$ cat src/rtl/cs_pkg.sv
// Package: shared state encoding for the checkstop/debug controller.
// Assumes: one-hot-free binary encoding; decode lives in csd_outdec.
package cs_pkg;
    typedef enum logic [2:0] {
        CS_RUN      = 3'd0,
        CS_STOP     = 3'd1,
        CS_WAKE     = 3'd2,
        CS_DBG_STOP = 3'd3,
        CS_DBG_RUN  = 3'd4
    } cs_state_t;
endpackage

$ cat src/rtl/csd_next.sv
// Module: next-state logic of the checkstop/debug controller.
// Assumes: inputs are synchronous to the state register's clock.
module csd_next
    import cs_pkg::*;
(
    input  cs_state_t cur_i,
    input  logic      mchk_evt_i,
    input  logic      mchk_en_i,
    input  logic      dbg_req_i,
    input  logic      clk_ok_i,
    input  logic      dbg_done_i,
    output cs_state_t nxt_o
);
    // Transition rules; checkstop entry outranks a debug request.
    always_comb begin
        nxt_o = cur_i;
        case (cur_i)
            CS_RUN: begin
                if (mchk_evt_i && !mchk_en_i) nxt_o = CS_STOP;
                else if (dbg_req_i)           nxt_o = CS_DBG_RUN;
            end
            CS_STOP:     if (dbg_req_i)  nxt_o = CS_WAKE;
            CS_WAKE:     if (clk_ok_i)   nxt_o = CS_DBG_STOP;
            CS_DBG_STOP: if (dbg_done_i) nxt_o = CS_STOP;
            CS_DBG_RUN:  if (dbg_done_i) nxt_o = CS_RUN;
            default:                     nxt_o = CS_RUN;
        endcase
    end
endmodule

$ cat src/rtl/csd_outdec.sv
// Module: decodes the registered state into the status outputs.
// Assumes: state comes straight from a flop, so outputs are glitch-limited.
module csd_outdec
    import cs_pkg::*;
(
    input  cs_state_t st_i,
    output logic      stop_o,
    output logic      wake_o,
    output logic      dbg_o
);
    // Moore decode; stop flag is hidden during any debug session.
    always_comb begin
        stop_o = (st_i == CS_STOP) || (st_i == CS_WAKE);
        wake_o = (st_i == CS_WAKE);
        dbg_o  = (st_i == CS_DBG_STOP) || (st_i == CS_DBG_RUN);
    end
endmodule

$ cat src/rtl/csd_rstout.sv
// Module: stretches a reset-out request into a fixed-length pulse.
// Assumes: req_i is already qualified by the debug-session condition.
module csd_rstout #(
    parameter int PULSE = 4
) (
    input  logic clk,
    input  logic rst_n,
    input  logic req_i,
    output logic rso_o
);
    generate
        if (PULSE == 1) begin : g_single
            logic q;
            // Single-cycle variant: one flop follows the request.
            always_ff @(posedge clk) begin
                if (!rst_n) q <= 1'b0;
                else        q <= req_i;
            end
            assign rso_o = q;
        end else begin : g_count
            localparam int CW = $clog2(PULSE + 1);
            logic [CW-1:0] cnt_q;
            // Down-counter reloaded on each request.
            always_ff @(posedge clk) begin
                if (!rst_n)              cnt_q <= '0;
                else if (req_i)          cnt_q <= CW'(PULSE);
                else if (cnt_q != '0)    cnt_q <= cnt_q - 1'b1;
            end
            assign rso_o = (cnt_q != '0);
        end
    endgenerate
endmodule

$ cat src/rtl/chkstop_dbg_ctrl.sv
// Module: top of the checkstop/debug controller. Holds the state register,
// the reset-out pulse stretcher and the output decode.
// Assumes: synchronous active-low reset; clock availability is a plain input.
module chkstop_dbg_ctrl
    import cs_pkg::*;
#(
    parameter int RSTOUT_CYCLES = 4
) (
    input  logic clk,
    input  logic rst_n,
    input  logic mchk_evt_i,
    input  logic mchk_en_i,
    input  logic dbg_req_i,
    input  logic clk_ok_i,
    input  logic dbg_done_i,
    input  logic rso_req_i,
    output logic chkstop_o,
    output logic wake_o,
    output logic dbg_active_o,
    output logic reset_out_o
);
    cs_state_t state_q;
    cs_state_t state_d;
    logic      in_dbg;

    csd_next u_next (
        .cur_i      (state_q),
        .mchk_evt_i (mchk_evt_i),
        .mchk_en_i  (mchk_en_i),
        .dbg_req_i  (dbg_req_i),
        .clk_ok_i   (clk_ok_i),
        .dbg_done_i (dbg_done_i),
        .nxt_o      (state_d)
    );

    // State register; reset forces the running state.
    always_ff @(posedge clk) begin
        if (!rst_n) state_q <= CS_RUN;
        else        state_q <= state_d;
    end

    csd_outdec u_dec (
        .st_i   (state_q),
        .stop_o (chkstop_o),
        .wake_o (wake_o),
        .dbg_o  (in_dbg)
    );

    assign dbg_active_o = in_dbg;

    csd_rstout #(.PULSE(RSTOUT_CYCLES)) u_rso (
        .clk   (clk),
        .rst_n (rst_n),
        .req_i (in_dbg && rso_req_i),
        .rso_o (reset_out_o)
    );
endmodule

$ cat config.mk
export PLATFORM = sky130hd
export DESIGN_NAME = chkstop_dbg_ctrl
export DESIGN_NICKNAME = d
export VERILOG_FILES = /design/src/rtl/cs_pkg.sv /design/src/rtl/csd_next.sv /design/src/rtl/csd_outdec.sv /design/src/rtl/csd_rstout.sv /design/src/rtl/chkstop_dbg_ctrl.sv
export SDC_FILE = /design/constraint.sdc
export NUM_CORES = 1
export LEC_CHECK = 0
export BUFFER_PORTS_ARGS = -buffer_cell sky130_fd_sc_hd__buf_4
export CAP_MARGIN = 20
export CORE_AREA = 2 2 39 41
export CTS_BUF_LIST = sky130_fd_sc_hd__clkbuf_2
export DETAILED_ROUTE_END_ITERATION = 8
export DIE_AREA = 0 0 41 43
export SLEW_MARGIN = 15
export SYNTH_ARGS = -nofsm -noshare
export SYNTH_HDL_FRONTEND = slang
export SYNTH_HIERARCHICAL = 1
export SYNTH_SLANG_ARGS = --single-unit
export TNS_END_PERCENT = 20
$ cat constraint.sdc
create_clock -name clk -period 1.55 [get_ports clk]
set_input_delay 0.155 -clock clk [delete_from_list [all_inputs] [get_ports clk]]
set_output_delay 0.155 -clock clk [all_outputs]
set_load 0.02 [all_outputs]
==> run metrics, run 1 <==
family with the most delay on the worst path=adder cells; Critical Path RT=1.39 ns; largest net degree at the start of global routing=11; DRT iter0 DRCs=2; final setup vio count=0; CTS root buffer=clkbuf_2; Peak VDD IR=0.268 mV; grt met2 use=0.125; die width=41 microns; DP HPWL=512 microns; dpl ws=0.127 ns; crit end category=primary output; Max-cap violations=0; Period Utilization, post-route=0.916; die area=1760 sq um; via/cell ratio=4.34; R2R Setup Slk=0.14 ns; max-slew violation count=0; area share of the largest cell type after synthesis=0.332; met3 Usage GRT=0.0314; nets=71; R2R cell count=5; setup ws final=0.130 ns; maximum clock frequency=0.704 GHz; row count=14; Sw Ratio=0.369; DRT Wirelength=655 microns; CP max FO=4; Post-synth EDFFs=0; Slowest cell on crit path=dfxtp_1; CTS Buf Count=3; Layout fillers=155; RSZ-0062 raised after global routing=false; Clock Path Buffers=2; CTS tree=built; drt wl/cell=8.85 microns; crit path DAT=1.26 ns; clock sink count=6; CP Launch Type=flip-flop; leakage=0.228 nW; Post-CTS Hold Buffers=0; grt ovf=0; Final min period=1.42 ns; Power Dens Cells=1220 nW/um^2; IO Count=12; dominant cells by area after synthesis=dfxtp_1 (33%), ha_1 (10%), and2_1 (6.9%), inv_1 (6.2%), nor3b_1 (6.2%); Hold Path End=u_rso/g_count.cnt_q[2]; post-CTS sizing=0; Async S/R FF share, synth=0; Max-Slew Margin vs Limit=0.777; CP startpoint=u_rso/g_count.cnt_q[0]; status=finished clean; clk_lat worst skew=0.21 ns; hold path depth=2; worst hold margin=0.175 ns; HP Start=rst_n; Net Count, Synth=54; clock power share=0.171; Crit Path Class=flip-flop to primary output; vias in the first global route=286; Yosys reg bits=6; Gate power share=0.467; Synth Flop Type=dfxtp_1; die height=43 microns; worst hold path class=primary input to flip-flop; worst-path cell chain=inv_1 > ha_1 > ha_1 > inv_1 > buf_4; initial antenna violation count=0; GPL Wtd Cong=0.628; layout cells sized above 1=0.276; PortBufs=11; Final Hold Viols=0; FF+latch area=120 sq um; DRC violations left=0; via count=321; GRT Max-Usage Layer=met2; Syn Area/Cell=8.41 sq um; Mapped Area=362 sq um; Critical Path Max Stage Delay=0.34 ns; drt pass-1 iters=2; area of the multi-input gates=219 sq um; Setup TNS=0 ns; worst flop-to-flop path startpoint=u_rso/g_count.cnt_q[0]; met1 layer usage reported by global route=0.117; core area=1380 sq um; Final Skew=0.00255 ns; Synth area leader=dfxtp_1; Setup Fix Bufs, Post-CTS=0; ANT nets after route=0; Critical R2R Capture=u_rso/g_count.cnt_q[2]; CP bufs+invs=3; initial core utilization=0.261; H-tree depth=1; synth cell count leaders=dfxtp_1 (6), inv_1 (6), and2_1 (4); switching pwr=0.219 mW; sequential cell area fraction in the yosys report=0.332; internal power=0.374 mW; Synth Instances=43; Total GRT Usage=0.0947; Netlist cell types=20; Least-Margin Pin Slew=0.334 ns; register share of total power=0.362; clk slew on worst S/H paths=0.05 ns; first-pass GRT wire length=1100 microns; diode count=0; synth-to-layout area growth=34.6%; yosys warns=6
worst reg2reg max path, delay by kind of cell (launching register included):
| kind | cells | cell delay (ns) |
|---|---|---|
| fa+ha+maj | 2 | 0.43 |
| flops | 1 | 0.34 |
| compound gates | 1 | 0.16 |
| buf+inv | 1 | 0.05 |
| mux | 1 | 0.33 |
metal layers:
layer,vias up,part of all wire
met5,-,0
met1,141,0.47
met2,8,0.48
li1,172,-
met3,0,0.044
met4,0,0
sequential cells by signal (all words and copies together) (netlist names):
name and cells:
u_rso/g_count.cnt_q 3, state_q 3
layout by cell type, fill, tap and decap left out, drive strengths merged, types with 2 or more instances in the layout:
master / n
buf: 12
dfxtp: 6
inv: 6
and2: 4
clkbuf: 3
nor3b: 3
nor2: 3
nand2b: 3
ha: 3
nand2: 2
o22ai: 2
nor2b: 2
cell families (layout without fill, tap and decap cells):
logic type,Yosys count,after routing,share of synthesized area
xor+xnor,2,2,0.0485
mux,1,1,0.0311
flops,6,6,0.332
buf+inv,6,21,0.0623
compound gates,6,6,0.114
simple gates,19,19,0.308
fa+ha+maj,3,3,0.104
how the worst max path moves through the flow:
| stage | endpoint | depth (start not counted) |
|---|---|---|
| after global placement | u_rso/g_count.cnt_q[2] | 5 |
| after floorplan | u_rso/g_count.cnt_q[1] | 5 |
| after global routing | reset_out_o | 5 |
| after detailed placement | u_rso/g_count.cnt_q[2] | 5 |
| final | reset_out_o | 5 |
| after CTS | reset_out_o | 5 |
layout make-up:
type / instances / share of cell area
inverters: 6 / 0.0463
repair buffers: 12 / 0.185
flip-flops and latches: 6 / 0.247
well taps: 16 / 0.0411
multi-input cells: 31 / 0.450
clock buffers: 3 / 0.0308
power groups by stage:
stage               combinational (mW)  clock, mW  sequential, mW
floorplan                        0.192          0           0.214
global placement                 0.275          0           0.218
detailed placement               0.279          0           0.219
CTS                              0.282      0.110           0.216
global route                     0.306      0.121           0.221
finish                           0.277      0.102           0.215
stage by stage:
step | std cells | instance area (sq um) | utilization | power (mW)
floorplan | 43 | 362 | - | 0.406
global placement | 71 | 472 | 0.341 | 0.493
detailed placement | 71 | 472 | 0.341 | 0.498
CTS | 74 | 487 | 0.352 | 0.609
global route | 74 | 487 | 0.352 | 0.648
finish | 74 | 487 | 0.352 | 0.594
Note: power is estimated with default switching activity, not from simulation.
==> run 2: changes to the inputs <==
Settings changed: CELL_PAD_IN_SITES_DETAIL_PLACEMENT from default to 1, CELL_PAD_IN_SITES_GLOBAL_PLACEMENT from default to 1, PLACE_DENSITY_LB_ADDON from default to 0.1.
==> run metrics, run 2 (synthesis results as in run 1) <==
status=finished clean; synth-to-layout area growth=34.6% (unchanged); R2R cell count=5 (unchanged); met3 WL=35 microns (+21%); most common cell after layout, fill and taps aside=buf_4; Power Dens Cells=1260 nW/um^2 (+3.2%); met1 WL=383 microns (+23%); RSZ-0062 raised after global routing=false; worst flop-to-flop path startpoint=u_rso/g_count.cnt_q[0]; largest net degree at the start of global routing=11 (unchanged); Least-Margin Pin Slew=0.355 ns (+0.0208 ns); core area=1380 sq um (unchanged); crit path DAT=1.33 ns (+0.07 ns); drt pass-1 iters=2 (unchanged); leakage=0.228 nW (unchanged); CP Launch Type=flip-flop; post-layout util=0.352 (unchanged); via count=334 (+4.0%); clk_lat worst skew=0.21 ns (about the same); Max-cap violations=0 (unchanged); Clock Path Buffers=2 (unchanged); Post-CTS Hold Buffers=0 (unchanged); clock sink count=6 (unchanged); DRT iter0 DRCs=1 (-1); Crit Path Class=flip-flop to primary output; Final Skew=0.00595 ns (+0.00340 ns); placed cell area=472 sq um (unchanged); die height=43 microns (unchanged); Final Hold Viols=0 (unchanged); DP HPWL=696 microns (+36%); GPL Wtd Cong=0.637 (+1.4%); worst hold path class=primary input to flip-flop; area of the multi-input gates=219 sq um (unchanged); row count=14 (unchanged); maximum clock frequency=0.675 GHz (-4.1%); hold path depth=2 (unchanged); worst hold margin=0.183 ns (+0.00882 ns); drt wl/cell=11.4 microns (+29%); Critical Path RT=1.39 ns (about the same); Setup TNS=0 ns (unchanged); CTS root buffer=clkbuf_2; CTS tree=built; clk slew on worst S/H paths=0.06 ns (about the same); fin area=487 sq um (unchanged); HP Start=rst_n; initial antenna violation count=0 (unchanged); vias in the first global route=340 (+19%); Peak VDD IR=0.252 mV (-6.2%); CTS Buf Count=3 (unchanged); layout cells sized above 1=0.276 (unchanged); CP startpoint=u_rso/g_count.cnt_q[0]; commonest cells after routing, fill and taps aside=buf_4 (12), dfxtp_1 (6), inv_1 (6); H-tree depth=1 (unchanged); Total GRT Usage=0.115 (+0.0208); die area=1760 sq um (unchanged); Layout fillers=179 (+15%); nets=71 (unchanged); CP max FO=4 (unchanged); Final min period=1.48 ns (+0.0613 ns); DRT Wirelength=842 microns (+29%); die width=41 microns (unchanged); first-pass GRT wire length=1360 microns (+24%); FF+latch area=120 sq um (unchanged); Period Utilization, post-route=0.955 (+0.0395); top routing layer in use=met3; post-CTS sizing=0 (unchanged); grt ovf=0 (unchanged); biggest regs=state_q (3), u_rso/g_count.cnt_q (3); PortBufs=11 (unchanged); crit end category=primary output; initial core utilization=0.261 (unchanged); ANT nets after route=0 (unchanged); max-slew violation count=0 (unchanged); Max-Slew Margin vs Limit=0.763 (-0.0139); IO Count=12 (unchanged); via/cell ratio=4.51 (+4.0%); routed wl met2=423 microns (+34%); Setup Fix Bufs, Post-CTS=0 (unchanged); diode count=0 (unchanged); final setup vio count=0 (unchanged); DRC violations left=0 (unchanged)
==> run 2: cell counts in the layout (fill, tap and decap cells not counted) <==
No cell type changed its count.
==> run 2: worst paths after layout <==
| path | endpoint | slack (ns) |
|---|---|---|
| worst min register to register | u_rso/g_count.cnt_q[1] | 0.51 |
| worst min-delay path | u_rso/g_count.cnt_q[2] | 0.18 |
| worst max register to register | u_rso/g_count.cnt_q[2] | 0.08 |
| worst max-delay path | reset_out_o | 0.07 |
==> run 2: per-stage QoR <==
step,setup slack (ns),power (mW),std cells
after floorplan,0.140,0.406,43
after global placement,0.184,0.483,71
after detailed placement,0.0888,0.514,71
after CTS,0.0411,0.626,74
after global routing,0.00193,0.662,74
final,0.0692,0.613,74
==> run 2: layout make-up <==
type	count	share of cell area
repair buffers	12	0.185
clock buffers	3	0.0308
well taps	16	0.0411
inverters	6	0.0463
flip-flops and latches	6	0.247
multi-input cells	31	0.450
==> run 2: metal layers <==
| metal | GRT usage | up-vias |
|---|---|---|
| li1 | - | 175 |
| met1 | 0.135 | 151 |
| met2 | 0.178 | 8 |
| met3 | 0.0209 | 0 |
| met4 | 0.0800 | 0 |
| met5 | 0 | - |
==> run 2: critical path: stages, from the launching register on <==
cell and delay, ns:
dfxtp_1 0.35, inv_1 0.07, ha_1 0.22, ha_1 0.24, inv_1 0.09, buf_4 0.14
==> run 2: power by group <==
| group | internal [mW] | total (mW) | switching (mW) | leakage [nW] |
|---|---|---|---|---|
| registers | 0.188 | 0.216 | 0.0283 | 0.0493 |
| clock network | 0.0524 | 0.105 | 0.0529 | 0.0125 |
| logic | 0.138 | 0.291 | 0.153 | 0.166 |
==> run 3: changes to the inputs <==
Settings changed: SYNTH_HIERARCHICAL 1 to default.
==> run metrics, run 3 <==
Syn Area/Cell=8.27 sq um (-1.7%); CTS Buf Count=3 (unchanged); Post-synth EDFFs=0 (unchanged); Async S/R FF share, synth=0 (unchanged); DP HPWL=628 microns (-9.8%); GPL Wtd Cong=0.601 (-5.6%); Pwr Total=0.531 mW (-13%); vias in the first global route=356 (+4.7%); worst hold margin=0.225 ns (+0.0414 ns); clk_lat worst skew=0.21 ns (about the same); area share of the largest cell type after synthesis=0.316 (-0.0164); hold path depth=2 (unchanged); Final Hold Viols=0 (unchanged); CP bufs+invs=3 (unchanged); first-pass GRT wire length=1430 microns (+5.1%); synth cell count leaders=inv_1 (8), dfxtp_1 (6), nor2_1 (4); ANT nets after route=0 (unchanged); Hold Path End=state_q[0]; Synth Area in Adders=0.0987 (-0.00512); Total GRT Usage=0.121 (+0.00514); Max-cap violations=0 (unchanged); dominant cells by area after synthesis=dfxtp_1 (32%), ha_1 (9.9%), inv_1 (7.9%), nor2_1 (3.9%), nand2b_4 (3.6%); H-tree depth=1 (unchanged); Synth Area in XOR/XNOR=0.0461 (-0.00239); Netlist cell types=25 (+25%); CP Launch Type=flip-flop; nets=71 (unchanged); yosys warns=0 (-6); die height=43 microns (unchanged); total placed cells including tap cells=71 (unchanged); initial core utilization=0.275 (+0.0136); Slowest cell on crit path=dfxtp_1; Peak VDD IR=0.399 mV (+59%); Mapped Area=380 sq um (+5.2%); compound-cell area share of the yosys netlist=0.145 (+0.0305); Final Skew=0.00365 ns (-0.00231 ns); Simple-Gate Fraction of Synth Area=0.247 (-0.0612); via/cell ratio=4.74 (+5.1%); mux contribution to synthesized area=0.0263 (-0.00483); Stages on worst setup path=5 (unchanged); Critical R2R Capture=u_rso.g_count.cnt_q[2]; Power Dens Cells=1100 nW/um^2 (-12%); commonest cells after routing, fill and taps aside=buf_4 (11), inv_1 (8), dfxtp_1 (6); most common cell after layout, fill and taps aside=buf_4; Setup Fix Bufs, Post-CTS=0 (unchanged); Post-CTS Hold Buffers=0 (unchanged); fin area=482 sq um (-1.0%); worst flop-to-flop path startpoint=u_rso.g_count.cnt_q[0]; Clock Path Buffers=2 (unchanged); clock sink count=6 (unchanged); CTS root buffer=clkbuf_2; Crit Path Class=flip-flop to primary output; crit end category=primary output; worst-path cell chain=inv_1 > ha_1 > ha_1 > inv_1 > buf_4; DRT iter0 DRCs=1 (unchanged); main combinational cell family by area after synthesis=simple AND/OR/NAND/NOR gates; layout cells sized above 1=0.259 (-0.0172); Critical Path Max Stage Delay=0.34 ns (about the same); maximum clock frequency=0.703 GHz (+4.1%); family with the most delay on the worst path=adder cells; row count=14 (unchanged); initial antenna violation count=0 (unchanged); Synth Instances=46 (+7.0%); final setup vio count=0 (unchanged); placed cell area=467 sq um (-1.1%); dpl ws=0.310 ns (+0.221 ns); sequential cell area fraction in the yosys report=0.316 (-0.0164); CP max FO=5 (+1); Period Utilization, post-route=0.918 (-0.0375); R2R cell count=5 (unchanged); max-slew violation count=0 (unchanged); IO Count=12 (unchanged); grt ovf=0 (unchanged); via count=351 (+5.1%); DRC violations left=0 (unchanged); DRT Wirelength=773 microns (-8.2%); Yosys reg bits=6 (unchanged); post-CTS sizing=0 (unchanged); Least-Margin Pin Slew=0.348 ns (-0.00669 ns); drt wl/cell=10.4 microns (-8.2%); Final min period=1.42 ns (-0.0581 ns); largest net degree at the start of global routing=12 (+1); diode count=0 (unchanged); Net Count, Synth=57 (+5.6%); setup ws final=0.127 ns (+0.0581 ns); post-layout util=0.348 (-0.00362); biggest regs=state_q (3), u_rso.g_count.cnt_q (3); Setup TNS=0 ns (unchanged); die width=41 microns (unchanged); R2R Setup Slk=0.32 ns (+0.24 ns); Post-Layout Cell Count=74 (unchanged); worst hold path class=primary input to flip-flop; Critical Path RT=1.39 ns (about the same); Max-Slew Margin vs Limit=0.764 (+0.00112); CTS tree=built; RSZ-0062 raised after global routing=false; PortBufs=11 (unchanged); leakage=0.221 nW (-3.3%); crit path DAT=1.27 ns (-0.06 ns); Synth Flop Type=dfxtp_1; HP Start=rst_n; clk slew on worst S/H paths=0.06 ns (about the same); core area=1380 sq um (unchanged); die area=1760 sq um (unchanged); drt pass-1 iters=4 (+2); Synth area leader=dfxtp_1; most frequent cell after synthesis=inv_1; synth-to-layout area growth=26.6%; status=finished clean
[run 3: cell count changes in the layout (fill, tap and decap cells not counted), moves of 2 or more]
cell / previous run / this run
inv_1: 6 / 8
and2_1: 4 / 0
nor3b_1: 3 / 1
a31oi_1: 0 / 2
o22ai_1: 2 / 0
o21ai_0: 0 / 2
nand2b_1: 3 / 1
[run 3: report_power, final]
part	leakage (nW)	total, mW	switching [mW]	internal [mW]
Combinational	0.159	0.220	0.114	0.106
Sequential	0.0492	0.206	0.0264	0.180
Clock	0.0125	0.105	0.0520	0.0525
[run 3: metal layers]
layer | routed length (microns) | GRT usage
met4 | 0 | 0.0800
met2 | 418 | 0.197
met5 | 0 | 0
met1 | 322 | 0.126
met3 | 33 | 0.0314
[run 3: cells by family (layout without fill, tap and decap cells)]
logic type / after synthesis / after routing
simple gates: 16 / 16
buf+inv: 10 / 22
compound gates: 8 / 8
flops: 6 / 6
fa+ha+maj: 3 / 3
xor+xnor: 2 / 2
mux: 1 / 1
[run 3: worst max path at each step]
stage	from	endpoint	slack, ns
5_1_grt	u_rso.g_count.cnt_q[0]	reset_out_o	0.01
2_1_floorplan	state_q[1]	dbg_active_o	0.37
3_5_place_dp	u_rso.g_count.cnt_q[0]	u_rso.g_count.cnt_q[2]	0.31
4_1_cts	u_rso.g_count.cnt_q[0]	reset_out_o	0.11
3_3_place_gp	u_rso.g_count.cnt_q[0]	u_rso.g_count.cnt_q[2]	0.36
6_report	u_rso.g_count.cnt_q[0]	reset_out_o	0.13
[run 3: cell type report]
cell class	instances	area (sq um)
flip-flops and latches	6	120
repair buffers	11	82.6
fillers	176	902
inverters	8	30.0
clock buffers	3	15.0
well taps	16	20.0
multi-input cells	30	214
[run 3: worst reg2reg max path: cells and delay by family (launching register included)]
family | cells | cell delay [ns]
buf+inv | 1 | 0.05
fa+ha+maj | 2 | 0.46
compound gates | 1 | 0.09
flops | 1 | 0.34
mux | 1 | 0.18
